**src/rtl/sec_alarm_rtc_pkg.sv**
```systemverilog
package sec_alarm_rtc_pkg;
    localparam int REG_W  = 32;
    localparam int ADDR_W = 5;

    localparam logic [ADDR_W-1:0] ADR_SEC  = 5'h00;
    localparam logic [ADDR_W-1:0] ADR_FRAC = 5'h04;
    localparam logic [ADDR_W-1:0] ADR_CTRL = 5'h08;
    localparam logic [ADDR_W-1:0] ADR_STAT = 5'h0C;
    localparam logic [ADDR_W-1:0] ADR_IEN  = 5'h10;
    localparam logic [ADDR_W-1:0] ADR_ALRM = 5'h14;

    localparam int CTRL_RUN_BIT = 3;
    localparam int STAT_OVF_BIT = 2;
    localparam int STAT_ALM_BIT = 4;
    localparam int IEN_ALM_BIT  = 4;
endpackage

```
**src/rtl/sar_frac.sv**
```systemverilog
module sar_frac #(
    parameter int W = 15
) (
    input  logic         clk_i,
    input  logic         rst_ni,
    input  logic         step_i,
    input  logic         load_i,
    input  logic [W-1:0] load_val_i,
    output logic [W-1:0] frac_o,
    output logic         full_o
);
    logic [W-1:0] frac_d, frac_q;

    always_comb begin
        frac_d = frac_q;
        if (load_i)      frac_d = load_val_i;
        else if (step_i) frac_d = frac_q + W'(1);
    end

    always_ff @(posedge clk_i or negedge rst_ni) begin
        if (!rst_ni) frac_q <= '0;
        else         frac_q <= frac_d;
    end

    assign frac_o = frac_q;
    assign full_o = &frac_q;
endmodule

```
**src/rtl/sar_secs.sv**
```systemverilog
module sar_secs #(
    parameter int W = 32
) (
    input  logic         clk_i,
    input  logic         rst_ni,
    input  logic         step_i,
    input  logic         load_i,
    input  logic [W-1:0] load_val_i,
    output logic [W-1:0] sec_o,
    output logic [W-1:0] next_o,
    output logic         full_o
);
    logic [W-1:0] sec_d, sec_q;

    assign next_o = sec_q + W'(1);

    always_comb begin
        sec_d = sec_q;
        if (load_i)      sec_d = load_val_i;
        else if (step_i) sec_d = next_o;
    end

    always_ff @(posedge clk_i or negedge rst_ni) begin
        if (!rst_ni) sec_q <= '0;
        else         sec_q <= sec_d;
    end

    assign sec_o  = sec_q;
    assign full_o = &sec_q;
endmodule

```
**src/rtl/sar_match.sv**
```systemverilog
module sar_match #(
    parameter int W = 32
) (
    input  logic         step_i,
    input  logic [W-1:0] next_sec_i,
    input  logic [W-1:0] alarm_i,
    output logic         hit_o
);
    // Compared only on a seconds step, against the value being entered
    assign hit_o = step_i && (next_sec_i == alarm_i);
endmodule

```
**src/rtl/sec_alarm_rtc.sv**
```systemverilog
module sec_alarm_rtc
    import sec_alarm_rtc_pkg::*;
#(
    parameter int SEC_W  = 32,
    parameter int FRAC_W = 15
) (
    input  logic              clk_i,
    input  logic              rst_ni,
    input  logic              tick_i,
    input  logic              wr_en_i,
    input  logic [ADDR_W-1:0] addr_i,
    input  logic [REG_W-1:0]  wdata_i,
    output logic [REG_W-1:0]  rdata_o,
    output logic              irq_o
);
    typedef struct packed {
        logic             run;
        logic             ovf;
        logic             alm;
        logic             alm_ie;
        logic [SEC_W-1:0] alarm;
    } ctl_t;

    ctl_t st_d, st_q;

    logic              wr_sec, wr_frac, wr_ctrl, wr_stat, wr_ien, wr_alrm;
    logic              advance, ovf_evt, frac_step, sec_step, hit;
    logic              frac_full, sec_full;
    logic [FRAC_W-1:0] frac_val, frac_load_val;
    logic [SEC_W-1:0]  sec_val, sec_next;

    assign wr_sec  = wr_en_i && (addr_i == ADR_SEC);
    assign wr_frac = wr_en_i && (addr_i == ADR_FRAC);
    assign wr_ctrl = wr_en_i && (addr_i == ADR_CTRL);
    assign wr_stat = wr_en_i && (addr_i == ADR_STAT);
    assign wr_ien  = wr_en_i && (addr_i == ADR_IEN);
    assign wr_alrm = wr_en_i && (addr_i == ADR_ALRM);

    // A field load in the same cycle drops the strobe
    assign advance   = tick_i && st_q.run && !st_q.ovf && !wr_sec && !wr_frac;
    assign ovf_evt   = advance && frac_full && sec_full;
    assign frac_step = advance && !ovf_evt;
    assign sec_step  = frac_step && frac_full;

    assign frac_load_val = wr_sec ? '0 : wdata_i[FRAC_W-1:0];

    sar_frac #(.W(FRAC_W)) u_frac (
        .clk_i      (clk_i),
        .rst_ni     (rst_ni),
        .step_i     (frac_step),
        .load_i     (wr_sec || wr_frac),
        .load_val_i (frac_load_val),
        .frac_o     (frac_val),
        .full_o     (frac_full)
    );

    sar_secs #(.W(SEC_W)) u_secs (
        .clk_i      (clk_i),
        .rst_ni     (rst_ni),
        .step_i     (sec_step),
        .load_i     (wr_sec),
        .load_val_i (wdata_i[SEC_W-1:0]),
        .sec_o      (sec_val),
        .next_o     (sec_next),
        .full_o     (sec_full)
    );

    sar_match #(.W(SEC_W)) u_match (
        .step_i     (sec_step),
        .next_sec_i (sec_next),
        .alarm_i    (st_q.alarm),
        .hit_o      (hit)
    );

    always_comb begin
        st_d = st_q;
        if (wr_ctrl) st_d.run    = wdata_i[CTRL_RUN_BIT];
        if (wr_ien)  st_d.alm_ie = wdata_i[IEN_ALM_BIT];
        if (wr_alrm) st_d.alarm  = wdata_i[SEC_W-1:0];
        // Hardware events take priority over a write-one clear
        if (ovf_evt)                              st_d.ovf = 1'b1;
        else if (wr_stat && wdata_i[STAT_OVF_BIT]) st_d.ovf = 1'b0;
        if (hit)                                  st_d.alm = 1'b1;
        else if (wr_stat && wdata_i[STAT_ALM_BIT]) st_d.alm = 1'b0;
    end

    always_ff @(posedge clk_i or negedge rst_ni) begin
        if (!rst_ni) begin
            st_q        <= '0;
            st_q.alarm  <= '1;
        end else begin
            st_q <= st_d;
        end
    end

    always_comb begin
        rdata_o = '0;
        case (addr_i)
            ADR_SEC:  rdata_o = REG_W'(sec_val);
            ADR_FRAC: rdata_o = REG_W'(frac_val);
            ADR_CTRL: rdata_o[CTRL_RUN_BIT] = st_q.run;
            ADR_STAT: begin
                rdata_o[STAT_OVF_BIT] = st_q.ovf;
                rdata_o[STAT_ALM_BIT] = st_q.alm;
            end
            ADR_IEN:  rdata_o[IEN_ALM_BIT] = st_q.alm_ie;
            ADR_ALRM: rdata_o = REG_W'(st_q.alarm);
            default:  rdata_o = '0;
        endcase
    end

    assign irq_o = st_q.alm && st_q.alm_ie;
endmodule

```
**config.mk**
```make
export PLATFORM = sky130hd
export DESIGN_NAME = sec_alarm_rtc
export DESIGN_NICKNAME = d
export VERILOG_FILES = /design/src/rtl/sec_alarm_rtc_pkg.sv /design/src/rtl/sar_frac.sv /design/src/rtl/sar_secs.sv /design/src/rtl/sar_match.sv /design/src/rtl/sec_alarm_rtc.sv
export SDC_FILE = /design/constraint.sdc
export NUM_CORES = 1
export LEC_CHECK = 0
export BUFFER_PORTS_ARGS = -buffer_cell sky130_fd_sc_hd__buf_2
export CORE_UTILIZATION = 57
export DETAILED_ROUTE_END_ITERATION = 6
export GPL_TIMING_DRIVEN = 0
export HOLD_SLACK_MARGIN = 0.12
export PLACE_DENSITY = 0.78
export SYNTH_ARGS = -nofsm -noshare
export SYNTH_HDL_FRONTEND = slang
export SYNTH_HIERARCHICAL = 1
export SYNTH_SLANG_ARGS = --single-unit
```
**constraint.sdc**
```tcl
create_clock -name clk_i -period 5.2 [get_ports clk_i]
set_input_delay 0.26 -clock clk_i [delete_from_list [all_inputs] [get_ports clk_i]]
set_output_delay 0.26 -clock clk_i [all_outputs]
set_load 0.005 [all_outputs]
```
==> results.toml <==
[run_status]
status = "completed"

[setup_path]
worst_path_most_repeated_cell = "and3_1"
critical-path-max-stage-delay_ps = 820
path_cells = "ha_1 > and3_1 > buf_2 > nand4_1 > nor2_1 > and3_1 > nor3b_1 > clkbuf_1 > nand3_1 > o211a_1 > a211o_1"
cp-start-kind = "flop"
critPathSlowestCell = "nor3b_1"
critPathArrivalTime_ps = 4220
crit_type = "reg2reg"
worstSetupEndpointType = "flop"
crit_path_max_fanout = 10
cp.required_ps = 5460

[synth]
ys_types = 57
synth_area_um2 = 6010
synth_compound_area_share_pct = 11.8
syn_area_per_cell_um2 = 9.54
ys_ff_latch = 83
yosysWarnings = 6
synth_top_area_cell = "dfrtp_1"
synth_fa_ha_area_share_pct = 0.416
synth_edf_count = 0
synth_top_family_by_area = "simple AND/OR/NAND/NOR gates"
synth_area_leaders = "dfrtp_1 21%, dfstp_2 14%, xor2_1 9.2%, mux2_4 7.5%, xnor2_1 3.5%"
post-synth-top-area-fraction_pct = 21.2
synthXorXnorAreaFrac_pct = 12.7
yosysSeqAreaShare_pct = 35.2
synthSimpleGateAreaFrac_pct = 23.6
syn_nets = 673
synth-main-ff-cell = "dfrtp_1"
ys_async_sr_fraction_pct = 100
synthMuxAreaShare_pct = 11.8
synthCells = 630

[sta]
rsz0062_at_grt = "no"
final-hold-violation-count = 0
fin_setup_tns_ps = 0
drv_slew = 0
finClkSkew_ps = 14.5
slew_headroom_pct = 34.2
fmax_ghz = 0.252
min_period_ps = 3970
timing.hold.ws_ps = 133
finalCritPeriodShare_pct = 76.3
setup_viol = 0
tightest_slew_ps = 986

[clock_tree]
cts_tree = "done"
insertion_delay_ps = 370
htree_levels = 3
clock_path_buffers = 2
path_clk_slew_ps = 90
cts_setup_buffers = 0
cts_buffers = 9
clkSinkCount = 83
cts_root_buffer = "clkbuf_8"

[finish]
instances_no_fill = 858
antenna-diode-count = 0
seq_area_um2 = 2120
drive_above_1_share_pct = 26.3
layout_commonest_cell = "buf_2"
final_core_util_pct = 66.2
fillers = 872
multiInputGateArea_um2 = 3620
most-common-layout-cells = "82 x buf_2, 63 x xor2_1, 55 x nand2_1"
nNetsFinal = 760
area_growth_pct = 13.2

[floorplan]
start_util_pct = 58.5
die_h_um = 105
rows = 37
ioPinCount = 74
fp.dieArea_um2 = 11000
die_x_um = 105
design.core.area_um2 = 10300

[place]
dp.cells = 839
gp_congestion = 0.948
io_buffers = 72
dp_hpwl_um = 12900

[global_routing]
grt_max_degree = 52
grt_pass1_vias = 5150
gr-total-overflow = 0
antenna_found_initial = 0
grtUsageTotal_pct = 31.6
grt_pass1_wl_um = 26800

[routing]
vias = 5438
drt_iter0_drc = 554
routed_wl_um = 17100
wl_per_cell_um = 19.9
drc_errors = 0
first_pass_iters = 5
drtAntennaViolNets = 0
via_per_inst = 6.34

[power]
leakage_uw = 0.00290
peakVddDrop_mv = 0.174
p_total_uw = 2110
p_per_area_nw_per_um2 = 309

[run]
maxCapViolCount = 0

[hold_path]
min_path_type = "in2reg"
-- critical path, delay by kind of cell, from the launching register on --
kind	cells	cell delay (ps)
buffers and inverters	2	660
and+or+nand+nor	6	1840
DFF	1	500
adders and majority gates	1	300
AOI/OAI and AO/OA	2	550
-- repair_timing --
action,4_1_cts,5_1_grt
endpoints found under the setup margin,0,0
gates resized for setup,0,0
hold buffers,3,0
hold endpoints to repair,18,0
-- power breakdown --
group | total (uW) | switching, uW | internal (uW)
clock network | 486 | 238 | 248
registers | 1020 | 197 | 822
logic | 600 | 313 | 288
-- area by class of cell --
type	instances	area share, %
multi-input combinational	488	53.2
sequential	83	31.1
timing repair buffer	76	6.18
buffer	50	3.57
tap	136	2.50
clock buffer	12	2.28
clock inverter	4	0.717
inverter	9	0.496
-- path summary, 6_finish.rpt --
| path | startpoint | to | slack [ps] | cells after the start |
|---|---|---|---|---|
| setup reg to reg | u_secs/sec_o[0] | u_secs/sec_o[10] | 1230 | 11 |
| max in group asynchronous | rst_ni | st_q[12] | 4160 | 3 |
| min in group asynchronous | rst_ni | u_secs/sec_o[20] | 370 | 2 |
| setup / recovery | u_secs/sec_o[0] | u_secs/sec_o[10] | 1230 | 11 |
| hold reg to reg | st_q[32] | st_q[32] | 540 | 1 |
| hold / removal | wdata_i[28] | st_q[28] | 130 | 2 |
-- kinds of logic (layout without fill, tap and decap cells) --
kind of cell | count (synthesis) | after routing
adders and majority gates | 2 | 2
muxes | 55 | 55
DFF | 83 | 83
and+or+nand+nor | 245 | 245
buffers and inverters | 59 | 151
xor gates and xnor gates | 87 | 87
AOI/OAI and AO/OA | 99 | 99
-- Yosys cell counts, drive strengths merged (9+ instances only) --
cell type / count
nand2: 55
xnor2: 24
nor2: 28
inv: 9
buf: 23
nor3: 22
o31ai: 12
xor2: 63
nand3: 24
nand4: 28
o21ai: 28
a31oi: 14
dfrtp: 51
a22o: 17
or4: 18
nor4: 20
o2bb2ai: 12
clkbuf: 27
mux2i: 19
mux2: 36
dfstp: 32
and2: 17
-- flip-flops by register name, summed over array words and instances, names as in the netlist --
| name | count |
|---|---|
| u_frac/frac_o | 15 |
| st_q | 36 |
| u_secs/sec_o | 32 |
-- metal layers --
metal	part of all wire, %	track usage (%)	up-vias
li1	-	-	2485
met2	45	48.4	248
met4	1.9	9.96	0
met5	0	0	-
met1	45	45.6	2670
met3	8.4	5.12	35
-- through the flow --
step / cell area [um2] / setup WS (ps)
3_3_place_gp: 6540 / 1410
2_1_floorplan: 6010 / 1990
4_1_cts: 6810 / 1310
3_5_place_dp: 6570 / 1360
6_report: 6810 / 1230
5_1_grt: 6810 / 1080
(Power assumes the default switching activity.)
